==> src/rtl/mls_pkg.sv <==
package mls_pkg;

  // Ternary stored symbol, one-hot
  typedef logic [2:0] sym_t;
  localparam sym_t SYM_ZERO = 3'b001;
  localparam sym_t SYM_ONE  = 3'b010;
  localparam sym_t SYM_SENT = 3'b100;

  // One-hot command word; bit 0 is initialize, bits 1..5 all shift
  localparam int CMD_W  = 6;
  localparam int C_INIT = 0;

  function automatic sym_t bit2sym(input logic b);
    return b ? SYM_ONE : SYM_ZERO;
  endfunction

endpackage

==> src/rtl/mls_stage.sv <==
module mls_stage
  import mls_pkg::*;
(
  input  logic clk,
  input  logic rst_n,
  input  logic load_en,
  input  logic shift_en,
  input  sym_t load_sym,
  input  sym_t left_sym,
  output sym_t sym_o
);

  sym_t sym_q;
  sym_t sym_n;
  logic sym_en;

  always_comb begin
    sym_n  = sym_q;
    sym_en = load_en | shift_en;
    if (load_en)
      sym_n = load_sym;
    else if (shift_en)
      sym_n = left_sym;
  end

  always_ff @(posedge clk or negedge rst_n) begin
    if (!rst_n)
      sym_q <= SYM_ZERO;
    else if (sym_en)
      sym_q <= sym_n;
  end

  assign sym_o = sym_q;

  AST_SYM_ONEHOT: assert property (@(posedge clk) disable iff (!rst_n)
    $onehot(sym_q));

endmodule

==> src/rtl/mls_len_sel.sv <==
module mls_len_sel
  import mls_pkg::*;
#(
  parameter int WIDTH = 8,
  parameter int POS_W = $clog2(WIDTH + 1)
) (
  input  logic [WIDTH-1:0]         a_i,
  input  logic [POS_W-1:0]         pos_i,
  output logic [WIDTH:0][2:0]      load_syms
);

  localparam logic [POS_W-1:0] MAX_POS = POS_W'(WIDTH);

  logic [POS_W-1:0] eff_pos;

  // Out-of-range length folds to the full width
  always_comb begin
    eff_pos = (pos_i > MAX_POS) ? MAX_POS : pos_i;
  end

  for (genvar i = 0; i <= WIDTH; i++) begin : g_sym
    localparam logic [POS_W-1:0] IPOS = POS_W'(i);
    if (i < WIDTH) begin : g_data
      assign load_syms[i] = (IPOS < eff_pos)  ? bit2sym(a_i[i]) :
                            (IPOS == eff_pos) ? SYM_SENT : SYM_ZERO;
    end else begin : g_top
      assign load_syms[i] = (IPOS == eff_pos) ? SYM_SENT : SYM_ZERO;
    end
  end

endmodule

==> src/rtl/mls_emit.sv <==
module mls_emit
  import mls_pkg::*;
(
  input  logic             clk,
  input  logic             rst_n,
  input  logic             cmd_valid_i,
  input  logic [CMD_W-1:0] cmd_i,
  input  sym_t             tail_sym,
  output logic             cmd_valid_o,
  output logic [CMD_W-1:0] cmd_o,
  output logic             bit_valid_o,
  output sym_t             bit_o
);

  logic             cvld_q, cvld_n;
  logic [CMD_W-1:0] cmd_q, cmd_n;
  logic             bvld_q, bvld_n;
  sym_t             bit_q, bit_n;

  always_comb begin
    cvld_n = cmd_valid_i;
    cmd_n  = cmd_valid_i ? cmd_i : cmd_q;
    bvld_n = cmd_valid_i & ~cmd_i[C_INIT];
    bit_n  = bvld_n ? tail_sym : bit_q;
  end

  always_ff @(posedge clk or negedge rst_n) begin
    if (!rst_n) begin
      cvld_q <= 1'b0;
      cmd_q  <= '0;
      bvld_q <= 1'b0;
      bit_q  <= SYM_ZERO;
    end else begin
      cvld_q <= cvld_n;
      bvld_q <= bvld_n;
      if (cmd_valid_i) cmd_q <= cmd_n;
      if (bvld_n)      bit_q <= bit_n;
    end
  end

  assign cmd_valid_o = cvld_q;
  assign cmd_o       = cmd_q;
  assign bit_valid_o = bvld_q;
  assign bit_o       = bit_q;

  AST_CMD_FWD: assert property (@(posedge clk) disable iff (!rst_n)
    cmd_valid_i |=> (cmd_valid_o && cmd_o == $past(cmd_i)));
  AST_CMD_IDLE: assert property (@(posedge clk) disable iff (!rst_n)
    !cmd_valid_i |=> !cmd_valid_o);
  AST_SHIFT_VALID: assert property (@(posedge clk) disable iff (!rst_n)
    (cmd_valid_i && !cmd_i[C_INIT]) |=> bit_valid_o);
  AST_INIT_NO_VALID: assert property (@(posedge clk) disable iff (!rst_n)
    (!cmd_valid_i || cmd_i[C_INIT]) |=> !bit_valid_o);

endmodule

==> src/rtl/booth_mplier_shreg.sv <==
module booth_mplier_shreg
  import mls_pkg::*;
#(
  parameter int WIDTH = 8
) (
  input  logic                         clk,
  input  logic                         rst_n,
  input  logic [WIDTH-1:0]             a_i,
  input  logic [$clog2(WIDTH+1)-1:0]   sent_pos_i,
  input  logic                         cmd_valid_i,
  input  logic [5:0]                   cmd_i,
  output logic                         cmd_valid_o,
  output logic [5:0]                   cmd_o,
  output logic                         bit_valid_o,
  output logic [2:0]                   bit_o
);

  localparam int POS_W  = $clog2(WIDTH + 1);
  localparam int STAGES = WIDTH + 1;

  // Asynchronous assert, synchronous release
  logic rst_meta_q, rst_sync_n;

  always_ff @(posedge clk or negedge rst_n) begin
    if (!rst_n) begin
      rst_meta_q <= 1'b0;
      rst_sync_n <= 1'b0;
    end else begin
      rst_meta_q <= 1'b1;
      rst_sync_n <= rst_meta_q;
    end
  end

  logic load_en, shift_en;
  logic [WIDTH:0][2:0] load_syms;
  logic [WIDTH:0][2:0] chain_q;
  logic [STAGES-1:0]   sent_vec;

  always_comb begin
    load_en  = cmd_valid_i & cmd_i[C_INIT];
    shift_en = cmd_valid_i & (|cmd_i[CMD_W-1:1]);
  end

  mls_len_sel #(.WIDTH(WIDTH), .POS_W(POS_W)) i_len_sel (
    .a_i       (a_i),
    .pos_i     (sent_pos_i),
    .load_syms (load_syms)
  );

  for (genvar i = 0; i < STAGES; i++) begin : g_stage
    sym_t left_sym;
    if (i == STAGES - 1) begin : g_top
      assign left_sym = SYM_ZERO;
    end else begin : g_mid
      assign left_sym = chain_q[i+1];
    end

    mls_stage i_stage (
      .clk      (clk),
      .rst_n    (rst_sync_n),
      .load_en  (load_en),
      .shift_en (shift_en),
      .load_sym (load_syms[i]),
      .left_sym (left_sym),
      .sym_o    (chain_q[i])
    );

    assign sent_vec[i] = chain_q[i][2];
  end

  mls_emit i_emit (
    .clk         (clk),
    .rst_n       (rst_sync_n),
    .cmd_valid_i (cmd_valid_i),
    .cmd_i       (cmd_i),
    .tail_sym    (chain_q[0]),
    .cmd_valid_o (cmd_valid_o),
    .cmd_o       (cmd_o),
    .bit_valid_o (bit_valid_o),
    .bit_o       (bit_o)
  );

  AST_CMD_ONEHOT: assert property (@(posedge clk) disable iff (!rst_sync_n)
    cmd_valid_i |-> $onehot(cmd_i));
  AST_SENT_SINGLE: assert property (@(posedge clk) disable iff (!rst_sync_n)
    $countones(sent_vec) <= 1);
  AST_INIT_ONE_SENT: assert property (@(posedge clk) disable iff (!rst_sync_n)
    load_en |=> ($countones(sent_vec) == 1));
  AST_HOLD_IDLE: assert property (@(posedge clk) disable iff (!rst_sync_n)
    !cmd_valid_i |=> $stable(chain_q));
  AST_TOP_FILL: assert property (@(posedge clk) disable iff (!rst_sync_n)
    (shift_en && !load_en) |=> (chain_q[STAGES-1] == SYM_ZERO));

endmodule

==> config.mk <==
export PLATFORM = sky130hd
export DESIGN_NAME = booth_mplier_shreg
export DESIGN_NICKNAME = d
export VERILOG_FILES = /design/src/rtl/mls_pkg.sv /design/src/rtl/mls_stage.sv /design/src/rtl/mls_len_sel.sv /design/src/rtl/mls_emit.sv /design/src/rtl/booth_mplier_shreg.sv
export SDC_FILE = /design/constraint.sdc
export NUM_CORES = 1
export LEC_CHECK = 0
export BUFFER_PORTS_ARGS = -buffer_cell sky130_fd_sc_hd__buf_2
export CAP_MARGIN = 20
export CORE_MARGIN = 2
export CORE_UTILIZATION = 40
export CTS_BUF_LIST = sky130_fd_sc_hd__clkbuf_4 sky130_fd_sc_hd__clkbuf_8
export CTS_CLUSTER_DIAMETER = 150
export DETAILED_ROUTE_END_ITERATION = 8
export SKIP_CTS_REPAIR_TIMING = 1
export SLEW_MARGIN = 25
export SYNTH_ARGS = -nofsm -noshare
export SYNTH_HDL_FRONTEND = slang
export SYNTH_SLANG_ARGS = --single-unit
==> constraint.sdc <==
create_clock -name clk -period 1.6 [get_ports clk]
set_input_delay 0.08 -clock clk [delete_from_list [all_inputs] [get_ports clk]]
set_output_delay 0.08 -clock clk [all_outputs]
set_load 0.02 [all_outputs]
# Word level (Yosys, flattened, before mapping)
# Index checks and enable logic that the tools add are counted.
word_totals:
  mem_bits_ro: 0
  mem_count: 0
  latch_bits: 0
  ramBits: 0
  reg_bits: 40
  input_bits: 21
  wordCells: 85
op_classes:
  n_addsub: 0
  shifts: 0
  eq_ne: 8
  n_mul: 0
  n_div: 0
  bitwise_logic: 5
  n_reduce_logical: 4
  muxes: 44
  magnitude_cmp: 9
op_table:
  columns: ["op", "n"]
  rows:
  - ["$mux W3", 35]
  - ["$eq A3 B4 Y1 const A", 4]
  - ["$lt A3 B4 Y1 const A", 4]
  - ["$mux W2", 8]
  - ["$eq A2 B4 Y1 const A", 2]
  - ["$lt A1 B4 Y1 const A", 2]
  - ["$lt A2 B4 Y1 const A", 2]
  - ["$reduce_or A5 Y1", 1]
  - ["$eq A1 B4 Y1 const A", 1]
  - ["$eq A4 B4 Y1 const A", 1]
  - ["$gt A4 B4 Y1 const B", 1]
  - ["$logic_not A4 Y1", 1]
  - ["$mux W4", 1]
  - ["$and A1 B1 Y1", 3]
  - ["$reduce_and A2 Y1", 1]
  - ["$reduce_bool A2 Y1", 1]
  - ["$not A1 Y1", 1]
  - ["$or A1 B1 Y1", 1]

# Longest topological paths before layout
depth:
  word_depth: 6
  ltp_mapped: 5
  ltp_nobuf: 3

# Cells and area by module
# Synthesis repeated with hierarchy kept, for this count alone.
hier_totals:
  hier_cells: 183
  area_unflattened_um2: 1978.1
modules_own_cells:
  columns: ["module", "area_per_inst_um2", "seq_area_each_um2", "cells_each", "n_inst"]
  rows:
  - ["mls_stage", 132.6, 76.3, 12, 9]
  - ["mls_emit", 414.1, 276.5, 22, 1]
  - ["mls_len_sel", 291.5, 0.0, 46, 1]
  - ["booth_mplier_shreg", 78.8, 50.0, 7, 1]

# Least setup slack after synthesis
# No wires, ideal clock.
synth_timing:
  kind: "input port to flip-flop"
  start: "in cmd_valid_i"
  end: "reg g_stage[0].i_stage.sym_q[1]"
  arrival_ns: 1.018
  path_slack_ns: 0.457
  cell_stages: 5
  required_ns: 1.475
  setup_time_ns: 0.125
  path_cell_list: "buf_2 -> inv_1 -> a21oi_2 -> buf_6 -> mux2_4"
synth_via:
  elab_chain_len: 3
synth_lines:
  columns: ["element", "line_no", "rtl"]
  rows:
  - ["start: declaration", "booth_mplier_shreg.sv:10", "input logic cmd_valid_i,"]
  - ["$and A1 B1 Y1 (on tied branches)", "booth_mplier_shreg.sv:41, booth_mplier_shreg.sv:40", null]
  - ["$reduce_bool A2 Y1 (no line) or $or A1 B1 Y1 (tied branches)", null, null]
  - ["$reduce_and A2 Y1 (no line)", null, null]
  - ["end signal: assignment", "mls_stage.sv:30", "sym_q <= sym_n;"]
  - ["end: declaration", "mls_stage.sv:13", "sym_t sym_q;"]
# Parallel ways exist; a longest one is shown, timed or not.
# A chain may end at the register's enable or synchronous reset.

# Worst setup path in the final report
layout_timing:
  start: "in cmd_valid_i"
  end: "reg g_stage[2].i_stage.sym_q[1]"
layout_via:
  elab_chain_len: 3
layout_lines:
  columns: ["element", "line_no"]
  rows:
  - ["$and A1 B1 Y1 (on tied branches)", "booth_mplier_shreg.sv:41, booth_mplier_shreg.sv:40"]
  - ["$reduce_bool A2 Y1 (no line) or $or A1 B1 Y1 (tied branches)", null]
  - ["$reduce_and A2 Y1 (no line)", null]
  - ["end signal: assignment", "mls_stage.sv:30"]
  - ["end: declaration", "mls_stage.sv:13"]
# Parallel ways exist; a longest one is shown, timed or not.

==> flow_summary.yaml <==
status:
  status: "complete, no violations"
global_route:
  gr-total-overflow: 0
  grt_pass1_vias: 1471
  grtUsageMet3_pct: 2.98
  grtUsageTotal_pct: 17.1
  use_met2_pct: 28.4
  antenna_found_initial: 0
  grt_pass1_wl_um: 7190
  grt_max_degree: 38
  met1_usage_pct: 23.1
  top_usage_layer: "met2"
setup_path:
  startpoint_type: "input port"
  r2r_slack_ns: 0.51
  cp.required_ns: 1.77
  crit_type: "input port to flop"
  reg2reg_to: "g_stage[5].i_stage.sym_o[1]"
  rr_startpoint: "g_stage[6].i_stage.sym_o[1]"
  end_kind: "flop"
  rr_worst_depth: 3
  crit_fanout: 22
  arrival_ns: 1.68
cells_and_area:
  area_delta_synth_final_pct: 17.2
  insertedDiodeCount: 0
  nets: 221
  fill_cells: 451
  drive_above_1_share_pct: 40.8
  design_area_um2: 2320
  final_cells: 268
  multi_input_area_um2: 868
  seq_area_um2: 988
synth:
  postSynthAreaPerCell_um2: 12.0
  yosysSeqAreaShare_pct: 50.0
  netlist_instances: 165
  synth_area_um2: 1980
  synth_warnings: 0
  syn-num-nets: 186
  ys_seq_elements: 39
  synth_edf_count: 0
  synth_cell_types: 46
  async_reset_ff_share_pct: 100
  synth_ff_type: "dfrtp_1"
placement:
  io_buffers: 31
  gp_congestion: 0.824
  dp.cells: 258
  hpwl_um: 2990
  dpl_cell_area_um2: 2200
pwr:
  peakVddDrop_uv: 534
  power_density_nw_per_um2: 1030
  p_leak_nw: 1.08
route:
  ant_nets: 0
  dr.first_iter.drc_count: 73
  via_per_inst: 5.22
  routedWlPerCell_um: 15.6
  first_pass_iters: 5
  vias: 1398
  wirelength_um: 4190
  drc: 0
floorplan:
  rows: 25
  die_w_um: 74.3
  dieHeight_um: 74.3
  io_pins: 32
  fp.dieArea_um2: 5520
  initial_core_util_pct: 41.6
  core-area_um2: 4750
clocking:
  cts_inserted_buffers: 5
  cts_root_buffer: "clkbuf_8"
  clock_tree.buffer_depth: 2
  cts_tree: "yes"
  clock-sinks: 39
  clkLatencyLatePin_ns: 0.28
  cts.clk_slew.worst_paths_ns: 0.07
  htree_levels: 2
sta:
  setup_tns_ns: 0
  skew_ns: 0.00561
  maxSlewViolCount: 0
  rsz0062_at_grt: "false"
  finalCritPeriodShare_pct: 94.8
  slew_headroom_pct: 66.9
  tightest_slew_ns: 0.492
  period_needed_ns: 1.52
  max_freq_mhz: 660
  hold_violations: 0
  setup_viol_count_final: 0
hold_path:
  min_path_cells: 2
  min_from: "cmd_i[5]"
  hold_class: "input port to flop"
  holdPathEnd: "i_emit.cmd_o[5]"
flow_run:
  timing.max_cap.violations: 0
-- cells in the final DEF (no fill, tap or decap), types with 2 or more instances in the layout --
cell           netlist  final
buf_2                8     31
dfrtp_1             29     29
inv_1               12     12
mux2_2              11     11
mux2_4              10     10
dfstp_2             10     10
buf_4                0      8
mux2i_1              7      7
o22ai_1              6      6
clkbuf_8             0      6
nand2b_1             5      5
nor2_1               4      4
a21o_1               4      4
nand2_1              4      4
o2bb2ai_1            4      4
o21ai_0              4      4
nand3_1              3      3
o32ai_1              3      3
a211oi_1             3      3
and2_1               2      2
nor4b_1              2      2
nand4b_1             2      2
a21oi_1              2      2
a32o_1               2      2
nor2b_1              2      2
o32a_1               2      2
dlygate4sd3_1        0      2
-- synth_stat cells (2+ instances only) --
master / number / area [um2]
o32ai_1: 3 / 26.3
and2_1: 2 / 12.5
a211oi_1: 3 / 22.5
a32o_1: 2 / 20.0
nand3_1: 3 / 15.0
o22ai_1: 6 / 37.5
dfstp_2: 10 / 263
buf_6: 2 / 22.5
dfrtp_1: 29 / 726
nor4b_1: 2 / 17.5
o2bb2ai_1: 4 / 35.0
a21o_1: 4 / 30.0
nor2_1: 4 / 15.0
o21ai_0: 4 / 20.0
nand4b_1: 2 / 17.5
nand2_1: 4 / 15.0
buf_2: 8 / 40.0
nand2b_1: 5 / 31.3
mux2i_1: 7 / 70.1
a21oi_1: 2 / 10.0
mux2_2: 11 / 124
clkbuf_1: 2 / 7.51
inv_1: 12 / 45.0
mux2_4: 10 / 150
o32a_1: 2 / 20.0
nor2b_1: 2 / 12.5
-- critical path, stage by stage --
cell,delay (ns)
dlygate4sd3_1,0.52
buf_2,0.15
inv_1,0.10
a21oi_2,0.10
buf_4,0.34
mux2_2,0.39
-- through the flow --
step	setup slack, ns	utilization [%]	hold slack [ns]	power [mW]
finish	0.0838	48.7	0.0464	2.39
global route	0.00546	48.7	0.0573	2.53
CTS	0.472	48.3	-0.440	2.41
detailed placement	0.184	46.3	-0.132	1.72
global placement	0.216	46.3	-0.135	1.70
floorplan	0.452	-	-0.216	1.57
-- report_power, final --
part | switching (mW) | leakage, nW | internal [mW]
Combinational | 0.247 | 0.571 | 0.239
Clock | 0.324 | 0.0517 | 0.365
Sequential | 0.0664 | 0.460 | 1.15
Total | 0.637 | 1.08 | 1.75
-- metal layers --
layer,wire length [um],up-vias
met5,0,-
met4,57,0
met3,172,9
met2,2020,32
met1,1940,685
li1,-,672
-- how the worst max path moves through the flow --
stage,start,to,cells past startpoint
after CTS,cmd_i[0],g_stage[2].i_stage.sym_o[1],5
after global routing,cmd_valid_i,g_stage[6].i_stage.sym_o[1],6
after global placement,cmd_i[0],g_stage[2].i_stage.sym_o[1],5
after detailed placement,cmd_i[0],g_stage[5].i_stage.sym_o[1],5
after floorplan,rst_sync_n,g_stage[0].i_stage.sym_o[1],0
final,cmd_valid_i,g_stage[2].i_stage.sym_o[1],6
-- flip-flops by register name, summed over array words and instances (netlist names) --
register / flops
g_stage.i_stage.sym_o: 26
i_emit.cmd_o: 6
i_emit.bit_o: 3
i_emit.bit_valid_o: 1
i_emit.cmd_valid_o: 1
rst_meta_q: 1
rst_sync_n: 1
-- cell families after synthesis --
group / count (synthesis) / synth area share (%)
compound gates: 40 / 15.5
buf+inv: 25 / 6.02
flops: 39 / 50.0
mux: 28 / 17.4
other cells: 1 / 0.190
simple gates: 32 / 10.8
-- layout make-up --
type / instances / area share (%)
tap: 67 / 3.62
clock inverter: 1 / 0.216
timing repair buffer: 41 / 10.2
inverter: 12 / 1.94
clock buffer: 7 / 3.89
multi-input combinational: 101 / 37.5
sequential: 39 / 42.7
Note: power is estimated with default switching activity, not from simulation.
